**config.mk**
```make
export PLATFORM = sky130hd
export DESIGN_NAME = smbrb_top
export DESIGN_NICKNAME = d
export VERILOG_FILES = /design/src/rtl/smbrb_pkg.sv /design/src/rtl/smbrb_line_sync.sv /design/src/rtl/smbrb_regfile.sv /design/src/rtl/smbrb_ctrl.sv /design/src/rtl/smbrb_top.sv
export SDC_FILE = /design/constraint.sdc
export NUM_CORES = 1
export LEC_CHECK = 0
export BUFFER_PORTS_ARGS = -buffer_cell sky130_fd_sc_hd__buf_2
export CAP_MARGIN = 40
export CORE_ASPECT_RATIO = 0.9
export CORE_MARGIN = 5
export CORE_UTILIZATION = 30
export DETAILED_ROUTE_END_ITERATION = 6
export SETUP_SLACK_MARGIN = 0.2
export SLEW_MARGIN = 10
export SYNTH_ARGS = -nofsm -noshare
export SYNTH_HDL_FRONTEND = slang
export SYNTH_SLANG_ARGS = --single-unit
```
**constraint.sdc**
```tcl
create_clock -name clk -period 3.2 [get_ports clk]
set_clock_uncertainty 0.1 [all_clocks]
set_input_delay 0.16 -clock clk [delete_from_list [all_inputs] [get_ports clk]]
set_output_delay 0.16 -clock clk [all_outputs]
set_load 0.005 [all_outputs]
```
**src/rtl/smbrb_pkg.sv**
```systemverilog
package smbrb_pkg;

    // Bit-level phase of the slave within the current byte slot
    typedef enum logic [2:0] {
        PH_IDLE,    // not addressed: watch only for start/stop
        PH_RX,      // shifting in eight bits from the host
        PH_SACK,    // slave holds the acknowledge low
        PH_TX,      // shifting out eight bits to the host
        PH_MACK,    // host acknowledge slot after a sent byte
        PH_MNEXT    // host acknowledged: load next byte at clock fall
    } phase_e;

    // Meaning of the byte currently being moved
    typedef enum logic [2:0] {
        RL_ADDR,
        RL_INDEX,
        RL_COUNT,
        RL_WDATA,
        RL_RCOUNT,
        RL_RDATA
    } role_e;

    // Synchronized line levels and the bus events derived from them
    typedef struct packed {
        logic scl;
        logic sda;
        logic scl_rise;
        logic scl_fall;
        logic start;
        logic stop;
    } bus_ev_t;

    function automatic logic [7:0] reg_reset_value(int idx, int cnt_idx, int cnt_rst);
        logic [7:0] v;
        v = (idx == cnt_idx) ? 8'(cnt_rst) : 8'h00;
        return v;
    endfunction

endpackage

```
**src/rtl/smbrb_line_sync.sv**
```systemverilog
module smbrb_line_sync
    import smbrb_pkg::*;
#(
    parameter int STAGES = 2
) (
    input  logic    clk,
    input  logic    rst,
    input  logic    scl_i,
    input  logic    sda_i,
    output bus_ev_t ev
);

    logic [STAGES-1:0] scl_pipe;
    logic [STAGES-1:0] sda_pipe;
    logic              scl_prev;
    logic              sda_prev;
    logic              scl_now;
    logic              sda_now;

    // Idle bus is high on both lines, so the chain resets high
    always_ff @(posedge clk) begin
        if (rst) begin
            scl_pipe <= '1;
            sda_pipe <= '1;
            scl_prev <= 1'b1;
            sda_prev <= 1'b1;
        end else begin
            scl_pipe <= {scl_pipe[STAGES-2:0], scl_i};
            sda_pipe <= {sda_pipe[STAGES-2:0], sda_i};
            scl_prev <= scl_pipe[STAGES-1];
            sda_prev <= sda_pipe[STAGES-1];
        end
    end

    assign scl_now = scl_pipe[STAGES-1];
    assign sda_now = sda_pipe[STAGES-1];

    always_comb begin
        ev.scl      = scl_now;
        ev.sda      = sda_now;
        ev.scl_rise = scl_now & ~scl_prev;
        ev.scl_fall = ~scl_now & scl_prev;
        // data edges while the clock stays high mark frame boundaries
        ev.start    = scl_now & scl_prev & sda_prev & ~sda_now;
        ev.stop     = scl_now & scl_prev & ~sda_prev & sda_now;
    end

endmodule

```
**src/rtl/smbrb_regfile.sv**
```systemverilog
module smbrb_regfile
    import smbrb_pkg::*;
#(
    parameter int NUM_REGS    = 16,
    parameter int IDX_W       = 4,
    parameter int COUNT_IDX   = 8,
    parameter int COUNT_RESET = 16
) (
    input  logic                  clk,
    input  logic                  rst,
    input  logic                  we,
    input  logic [IDX_W-1:0]      waddr,
    input  logic [7:0]            wdata,
    input  logic [IDX_W-1:0]      raddr,
    output logic [7:0]            rdata,
    output logic [7:0]            count_q,
    output logic [NUM_REGS*8-1:0] regs_flat
);

    for (genvar g = 0; g < NUM_REGS; g++) begin : g_reg
        logic [7:0] q;
        always_ff @(posedge clk) begin
            if (rst) begin
                q <= reg_reset_value(g, COUNT_IDX, COUNT_RESET);
            end else if (we && (waddr == IDX_W'(g))) begin
                q <= wdata;
            end
        end
        assign regs_flat[g*8 +: 8] = q;
    end

    assign rdata   = regs_flat[{raddr, 3'b000} +: 8];
    assign count_q = regs_flat[COUNT_IDX*8 +: 8];

    // contents move only on a write strobe
    p_hold_without_write_r4: assert property (@(posedge clk) disable iff (rst)
        !we |=> $stable(regs_flat));

    // a write strobe leaves its byte at the addressed slot
    p_write_lands_r4: assert property (@(posedge clk) disable iff (rst)
        we |=> (regs_flat[{$past(waddr), 3'b000} +: 8] == $past(wdata)));

endmodule

```
**src/rtl/smbrb_ctrl.sv**
```systemverilog
module smbrb_ctrl
    import smbrb_pkg::*;
#(
    parameter int         IDX_W      = 4,
    parameter logic [6:0] SLAVE_ADDR = 7'h6A
) (
    input  logic             clk,
    input  logic             rst,
    input  bus_ev_t          ev,
    input  logic [7:0]       rd_data,
    input  logic [7:0]       count_val,
    output logic             sda_oe,
    output logic             wr_en,
    output logic [IDX_W-1:0] wr_idx,
    output logic [7:0]       wr_data,
    output logic [IDX_W-1:0] rd_idx
);

    localparam logic [3:0] BITS_PER_BYTE = 4'd8;
    localparam logic [3:0] LAST_TX_BIT   = 4'd7;

    phase_e           phase;
    role_e            role;
    logic [3:0]       bitcnt;
    logic [7:0]       rx_sh;
    logic [7:0]       tx_sh;
    logic [7:0]       remain;
    logic [IDX_W-1:0] idx;

    logic byte_done;
    logic addr_hit;
    logic accept;

    assign byte_done = (phase == PH_RX) && ev.scl_fall && (bitcnt == BITS_PER_BYTE);
    assign addr_hit  = (rx_sh[7:1] == SLAVE_ADDR);

    always_comb begin
        case (role)
            RL_ADDR:  accept = addr_hit;
            RL_INDEX: accept = 1'b1;
            RL_COUNT: accept = 1'b1;
            RL_WDATA: accept = (remain != 8'd0);
            default:  accept = 1'b0;
        endcase
    end

    // a data byte is committed at the clock fall that opens its acknowledge
    assign wr_en   = byte_done && (role == RL_WDATA) && accept;
    assign wr_idx  = idx;
    assign wr_data = rx_sh;
    assign rd_idx  = idx;

    always_ff @(posedge clk) begin
        if (rst) begin
            phase  <= PH_IDLE;
            role   <= RL_ADDR;
            bitcnt <= '0;
            rx_sh  <= '0;
            tx_sh  <= '0;
            remain <= '0;
            idx    <= '0;
            sda_oe <= 1'b0;
        end else if (ev.start) begin
            phase  <= PH_RX;
            role   <= RL_ADDR;
            bitcnt <= '0;
            sda_oe <= 1'b0;
        end else if (ev.stop) begin
            phase  <= PH_IDLE;
            bitcnt <= '0;
            sda_oe <= 1'b0;
        end else begin
            case (phase)
                PH_RX: begin
                    if (ev.scl_rise && (bitcnt != BITS_PER_BYTE)) begin
                        rx_sh  <= {rx_sh[6:0], ev.sda};
                        bitcnt <= bitcnt + 4'd1;
                    end else if (byte_done) begin
                        bitcnt <= '0;
                        if (accept) begin
                            sda_oe <= 1'b1;
                            phase  <= PH_SACK;
                        end else begin
                            phase  <= PH_IDLE;
                        end
                        case (role)
                            RL_ADDR:  role <= rx_sh[0] ? RL_RCOUNT : RL_INDEX;
                            RL_INDEX: begin
                                idx  <= rx_sh[IDX_W-1:0];
                                role <= RL_COUNT;
                            end
                            RL_COUNT: begin
                                remain <= rx_sh;
                                role   <= RL_WDATA;
                            end
                            RL_WDATA: begin
                                if (accept) begin
                                    idx    <= idx + IDX_W'(1);
                                    remain <= remain - 8'd1;
                                end
                            end
                            default: ;
                        endcase
                    end
                end
                PH_SACK: begin
                    if (ev.scl_fall) begin
                        if (role == RL_RCOUNT) begin
                            tx_sh  <= count_val;
                            sda_oe <= ~count_val[7];
                            phase  <= PH_TX;
                        end else begin
                            sda_oe <= 1'b0;
                            phase  <= PH_RX;
                        end
                    end
                end
                PH_TX: begin
                    if (ev.scl_fall) begin
                        if (bitcnt == LAST_TX_BIT) begin
                            sda_oe <= 1'b0;
                            bitcnt <= '0;
                            phase  <= PH_MACK;
                        end else begin
                            sda_oe <= ~tx_sh[6];
                            tx_sh  <= {tx_sh[6:0], 1'b0};
                            bitcnt <= bitcnt + 4'd1;
                        end
                    end
                end
                PH_MACK: begin
                    if (ev.scl_rise) begin
                        phase <= ev.sda ? PH_IDLE : PH_MNEXT;
                    end
                end
                PH_MNEXT: begin
                    if (ev.scl_fall) begin
                        tx_sh  <= rd_data;
                        sda_oe <= ~rd_data[7];
                        idx    <= idx + IDX_W'(1);
                        role   <= RL_RDATA;
                        phase  <= PH_TX;
                    end
                end
                default: phase <= PH_IDLE;
            endcase
        end
    end

    // an unaddressed slave never pulls the line
    p_idle_released_r3: assert property (@(posedge clk) disable iff (rst)
        (phase == PH_IDLE) |-> !sda_oe);

    // the pull-down only moves while the synchronized clock is low
    p_oe_moves_scl_low_r10: assert property (@(posedge clk) disable iff (rst)
        !$stable(sda_oe) |-> !ev.scl);

    // every stored data byte is followed by an acknowledge
    p_store_then_ack_r4: assert property (@(posedge clk) disable iff (rst)
        wr_en |=> sda_oe);

    // a start always re-arms address reception
    p_start_rearms_r11: assert property (@(posedge clk) disable iff (rst)
        ev.start |=> (phase == PH_RX && role == RL_ADDR && bitcnt == 4'd0 && !sda_oe));

    // a refused byte ends the read
    p_nack_ends_read_r8: assert property (@(posedge clk) disable iff (rst)
        (phase == PH_MACK && ev.scl_rise && ev.sda && !ev.start && !ev.stop)
        |=> (phase == PH_IDLE && !sda_oe));

    // the index steps by exactly one per stored byte, wrapping naturally
    p_index_steps_r5: assert property (@(posedge clk) disable iff (rst)
        wr_en |=> (idx == $past(idx) + IDX_W'(1)));

endmodule

```
**src/rtl/smbrb_top.sv**
```systemverilog
module smbrb_top
    import smbrb_pkg::*;
#(
    parameter int         NUM_REGS    = 16,
    parameter int         COUNT_IDX   = 8,
    parameter int         COUNT_RESET = 16,
    parameter int         SYNC_STAGES = 2,
    parameter logic [6:0] SLAVE_ADDR  = 7'h6A
) (
    input  logic                  clk,
    input  logic                  rst,
    input  logic                  scl_i,
    input  logic                  sda_i,
    output logic                  sda_oe,
    output logic [NUM_REGS*8-1:0] regs_flat
);

    localparam int IDX_W = $clog2(NUM_REGS);

    bus_ev_t          ev;
    logic             wr_en;
    logic [IDX_W-1:0] wr_idx;
    logic [7:0]       wr_data;
    logic [IDX_W-1:0] rd_idx;
    logic [7:0]       rd_data;
    logic [7:0]       count_val;

    smbrb_line_sync #(
        .STAGES (SYNC_STAGES)
    ) u_sync (
        .clk   (clk),
        .rst   (rst),
        .scl_i (scl_i),
        .sda_i (sda_i),
        .ev    (ev)
    );

    smbrb_ctrl #(
        .IDX_W      (IDX_W),
        .SLAVE_ADDR (SLAVE_ADDR)
    ) u_ctrl (
        .clk       (clk),
        .rst       (rst),
        .ev        (ev),
        .rd_data   (rd_data),
        .count_val (count_val),
        .sda_oe    (sda_oe),
        .wr_en     (wr_en),
        .wr_idx    (wr_idx),
        .wr_data   (wr_data),
        .rd_idx    (rd_idx)
    );

    smbrb_regfile #(
        .NUM_REGS    (NUM_REGS),
        .IDX_W       (IDX_W),
        .COUNT_IDX   (COUNT_IDX),
        .COUNT_RESET (COUNT_RESET)
    ) u_regs (
        .clk       (clk),
        .rst       (rst),
        .we        (wr_en),
        .waddr     (wr_idx),
        .wdata     (wr_data),
        .raddr     (rd_idx),
        .rdata     (rd_data),
        .count_q   (count_val),
        .regs_flat (regs_flat)
    );

endmodule

```
* Yosys cells after proc, flatten, opt, wreduce, memory -nomap -nowiden
Cells that the tools add are included.
** Storage, ports and cells
- Output and inout port bits :: 129
- Register bits after elaboration :: 172
- Logic and storage cells :: 189
** Cells by class
- Reduce and logical (&&, ||, !) cells :: 41
- Shift operators :: 1
- Muxes and demuxes :: 48
- Add/subtract/negate cells :: 3
- Eq/ne operators :: 50
- Bitwise logic cells :: 17
** Operators with widths (number)
- $shiftx A128 B8 Y8 :: 1
- $eq A4 B4 Y1 const B :: 9
- $mux W3 :: 12
- $mux W7 :: 5
- $mux W4 :: 8
- $reduce_and A7 Y1 :: 4
- $ne A4 B3 Y1 const B :: 6
- $pmux W4 S2 :: 3
- $logic_and A1 B1 Y1 :: 21
- $pmux W7 S3 :: 1
- $eq A4 B3 Y1 const B :: 5
- $ne A2 B1 Y1 const B :: 9
- $pmux W8 S2 :: 1
- $reduce_and A8 Y1 :: 2
- $pmux W3 S5 :: 1
- $eq A3 B2 Y1 const B :: 4
- $ne A4 B4 Y1 const B :: 3
- $mux W1 :: 10
- $not A1 Y1 :: 10
- $eq A3 B3 Y1 const B :: 3
- $pmux W3 S3 :: 1
- $add A4 B1 Y4 const B :: 2
- $eq A4 B2 Y1 const B :: 2
- $mux W8 :: 1
- 23 further kinds :: 36

* Longest topological paths before layout
- Depth after elaboration :: 9
- Gate-level depth with buffers :: 8

* Cells and area by module
A second synthesis with hierarchy kept.
** Unflattened totals
- Cell total of the unflattened synthesis :: 1033
- Area total of the unflattened synthesis :: 8629.5 µm²
** By module, submodules not included
- smbrb_regfile :: instances 1, sequential area each 2562.5 µm², area each 5980.7 µm², cells each 691
- smbrb_ctrl :: instances 1, sequential area each 760.7 µm², area each 2443.6 µm², cells each 324
- smbrb_line_sync :: instances 1, sequential area each 120.1 µm², area each 205.2 µm², cells each 18

* Worst setup path after synthesis
Ideal clock, no wire load.
- Kind :: register to register
- From :: register u_ctrl.bitcnt[0]
- To :: register u_regs.g_reg[8].q[4], in the netlist u_regs.count_q[4]
- Arrival time :: 1.993 ns
- Clock period less this slack :: 2.223 ns
- Stages on the path, launching flop included :: 9
- Data required time :: 2.970 ns
- Setup slack :: 0.977 ns
- Library setup time :: 0.130 ns
- Buffers on the path :: 1
- Cells stage by stage :: dfxtp_1 -> inv_1 -> ha_1 -> nand3b_1 -> nor4_4 -> buf_12 -> nand4_4 -> mux2i_1 -> nand2_1
** Between the ends
- Word-level cells in the longest chain between the ends :: 5
** RTL lines
- from (decl) :: line smbrb_ctrl.sv:24 : logic [3:0] bitcnt;
- from (signal assigned) :: line smbrb_ctrl.sv:77 : bitcnt <= bitcnt + 4'd1;
- from (signal assigned) :: line smbrb_ctrl.sv:127 : bitcnt <= bitcnt + 4'd1;
- $eq A4 B4 Y1 :: line smbrb_ctrl.sv:34 : assign byte_done = (phase == PH_RX) && ev.scl_fall && (bitcnt == BITS_PER_BYTE);
- $logic_and A1 B1 Y1 :: line smbrb_ctrl.sv:34
- $logic_and A1 B1 Y1 (2 in a row) :: line smbrb_ctrl.sv:48 : assign wr_en = byte_done && (role == RL_WDATA) && accept;
- $logic_and A1 B1 Y1 :: line smbrb_regfile.sv:25 : end else if (we && (waddr == IDX_W'(g))) begin
- to (signal assigned) :: line smbrb_regfile.sv:24 : q <= reg_reset_value(g, COUNT_IDX, COUNT_RESET);
- to (signal assigned) :: line smbrb_regfile.sv:26 : q <= wdata;
- to (decl) :: line smbrb_regfile.sv:21 : logic [7:0] q;
Every way passes these cells.
A chain may end at the register's enable or synchronous reset.

* Worst setup path in the final report
- From :: register u_ctrl.role[2]
- To :: register u_regs.g_reg[11].q[3]
** Between the ends
- Word-level cells in the longest chain between the ends :: 5
** RTL lines
- from (decl) :: line smbrb_ctrl.sv:23 : role_e role;
- from (signal assigned) :: line smbrb_ctrl.sv:87 : RL_ADDR: role <= rx_sh[0] ? RL_RCOUNT : RL_INDEX;
- $eq A3 B2 Y1 / $eq A3 B1 Y1 (equally long branches) :: line smbrb_ctrl.sv:38 : case (role)
- $reduce_or A2 Y1 (no line)
- $pmux W1 S3 :: line smbrb_ctrl.sv:38
- $logic_and A1 B1 Y1 (*) :: line smbrb_ctrl.sv:48
- $logic_and A1 B1 Y1 (*) :: line smbrb_regfile.sv:25
- to (signal assigned) :: line smbrb_regfile.sv:24
- to (signal assigned) :: line smbrb_regfile.sv:26
- to (decl) :: line smbrb_regfile.sv:21
Mark *: on every way between the ends. The rest lies on a longest branch, timed or not.

==> metrics.csv <==
metric,value,unit
total congestion overflow,0,
"Hold Vio Cnt, Final",0,
Worst-Skew Late Latency,0.44,ns
Critical Path End,u_regs.g_reg[11].q[3],
Slew Limit Headroom,50.1,%
post-synthesis compound-gate area fraction,9.76,%
clock sinks,172,
largest family of logic cells by synthesized area,multiplexers,
hpwl dp,18.5,mm
Synth Instances,856,
top-count cell post-synth,nor2_1,
WL/cell,19.6,um
syn_nets,868,
Global Route Usage Sum,16.5,%
R2R depth,6,
average size of a mapped cell,9.81,um2
DR vias/cell,5.17,
Crit Path Class,register to register,
DIE AREA,31400,um2
Worst Setup SP,u_ctrl.role[2],
reg2reg end,u_regs.g_reg[11].q[3],
total power,0.00452,W
Die X,186,um
die height,169,um
"Reg clk slew, reported paths",0.07,ns
largest area contributor in the netlist,dfxtp_1,
vias in the first global route,6817,
TritonCTS buffer count,17,
ANT cells,0,
Ys Warns,0,
DRT antenna net count,0,
first-pass GRT wire length,41.4,mm
status,"finished, final reports clean",
list of most frequent post-synthesis cells,"175 x nor2_1, 172 x dfxtp_1, 150 x mux2i_1",
TNS Setup,0,ns
Pwr Density,449,nW/um2
core area,27800,um2
CTS max path bufs,2,
Post-Synth Simple-Gate Area,18.7,%
Leak,5.05,nW
crit path max fanout,19,
flop2flop setup slack,0.49,ns
H-tree Lvls,4,
CTS tree,built,
multi-input logic area,4610,um2
Post-synth EDFFs,0,
io pins,133,
Peak supply drop,375,uV
Async SR Flop Fraction,0,%
post-synth top area share,41.0,%
Routability Congestion,0.859,
Layout Nets,978,
CTS root buf,clkbuf_16,
Residual DRC,0,
DR vias,6923,
"Cell Area, Synth",8400,um2
startpoint types,register,
Layout fillers,2805,
endpoint type of the worst setup path,register,
minimum clock period,2.71,ns
DRT Pass-1 Iters,5,
period utilisation layout,84.8,%
Synth Area in Adders,1.19,%
"flops & latches, synth",172,
register area share after synthesis,41.0,%
layout cells sized above 1,26.5,%
Initial Util,30.2,%
Reg2Reg Launch Point,u_ctrl.role[2],
mux contribution to synthesized area,24.9,%
Pins Over Slew Limit,0,
main area contributors after synthesis,"dfxtp_1 41%, mux2i_1 18%, nor2_1 7.8%",
total wire length,26.2,mm
Max-Cap Viols,0,
WP data required,3.40,ns
Slew @ Worst Pin,0.740,ns
std cell rows,58,
largest net degree at the start of global routing,74,
XOR/XNOR share of the synthesized area,0.417,%
HP Class,input port to register,
unrepaired setup endpoints after global routing,no,
synth-to-layout area growth,19.9,%
fmax,368,MHz
CP arrival,2.91,ns
port buffer count,132,
Initial DRC Count,529,
post-synthesis cell type count,68,
register area,3440,um2
Final setup viols,0,
Most used DFF post-synth,dfxtp_1,
antenna violations before repair,1,
## metal layers
metal,up-vias,routed length [um],track usage (%)
li1,3312,-,-
met1,3360,12100,22.4
met2,221,11900,26.1
met3,28,1680,4.49
met4,2,518,4.59
met5,-,13,0
## cell type report
type / instances / share of cell area [%]
multi-input cells: 605 / 45.8
flip-flops and latches: 172 / 34.2
repair buffers: 158 / 9.03
well taps: 360 / 4.48
clock buffers: 18 / 4.36
clock inverters: 14 / 1.65
inverters: 12 / 0.448
## worst max-delay path, cell delays in order, from the launching register on
cell      delay, ns
dfxtp_1        0.42
nand3b_2       0.52
nor4_4         0.38
buf_4          0.39
nand4_2        0.42
mux2i_1        0.28
nor2_1         0.06
## timing repair
item,4_1_cts,5_1_grt
endpoints found under the hold margin,2,0
hold buffers,2,0
resized for setup,0,0
endpoints found under the setup margin,0,0
buffers inserted,0,0
## where the power goes
part | switching (W) | internal, W | total (W)
Sequential | 0.0000233 | 0.00215 | 0.00218
Clock | 0.000984 | 0.00114 | 0.00212
Combinational | 0.000142 | 0.0000772 | 0.000219
Total | 0.00115 | 0.00337 | 0.00452
## worst min-delay path by stage
stage	startpoint	cells past startpoint	end	slack, ns
2_1_floorplan	scl_i	1	u_sync.scl_pipe[0]	0.16
3_3_place_gp	sda_i	2	u_sync.sda_pipe[0]	0.29
3_5_place_dp	sda_i	2	u_sync.sda_pipe[0]	0.29
4_1_cts	rst	3	u_regs.count_q[4]	0.01
5_1_grt	rst	3	u_regs.count_q[4]	0.04
6_report	rst	3	u_regs.count_q[4]	0.01
## cells in the final DEF, fill, tap and decap left out, types with 8 or more instances in the layout
cell | netlist | layout
nand2b_1 | 8 | 8
mux2i_1 | 150 | 150
o21ai_0 | 14 | 14
buf_2 | 10 | 131
buf_4 | 2 | 22
dfxtp_1 | 172 | 171
nand2_1 | 15 | 15
ha_1 | 8 | 8
nor2_1 | 175 | 175
mux4_2 | 14 | 14
inv_1 | 12 | 12
mux2_2 | 24 | 24
a211oi_1 | 17 | 17
a2111oi_0 | 11 | 11
o22ai_1 | 13 | 13
a21oi_1 | 23 | 23
clkbuf_16 | 0 | 17
nand3_1 | 11 | 11
and3_1 | 8 | 8
nand4_4 | 10 | 10
## cell families (layout without fill, tap and decap cells)
kind of cell	Yosys count	after routing
xor+xnor	4	4
simple gates	288	288
compound gates	117	117
fa+ha+maj	8	8
buf+inv	79	202
mux	188	188
flops	172	172
## sequential cells by signal (all words and copies together) (netlist names), 2 cells and up
name / cells
u_ctrl.phase: 3
u_ctrl.remain: 8
u_ctrl.wr_data: 8
u_ctrl.tx_sh: 7
u_sync.scl_pipe: 2
u_regs.g.q: 120
u_regs.count_q: 8
u_sync.sda_pipe: 2
u_ctrl.bitcnt: 4
u_ctrl.role: 3
u_ctrl.rd_idx: 4
## per-stage QoR
step	std cells	utilization [%]	worst slack, ns	area (um2)	hold slack (ns)
after floorplan	856	-	0.977	8400	0.164
after global placement	1304	33.9	0.556	9410	0.293
after detailed placement	1305	34.0	0.515	9440	0.288
after CTS	1339	36.2	0.487	10100	0.0118
after global routing	1339	36.2	0.321	10100	0.0415
final	1339	36.2	0.485	10100	0.0122
No activity file was read; power rests on OpenSTA's default activity.
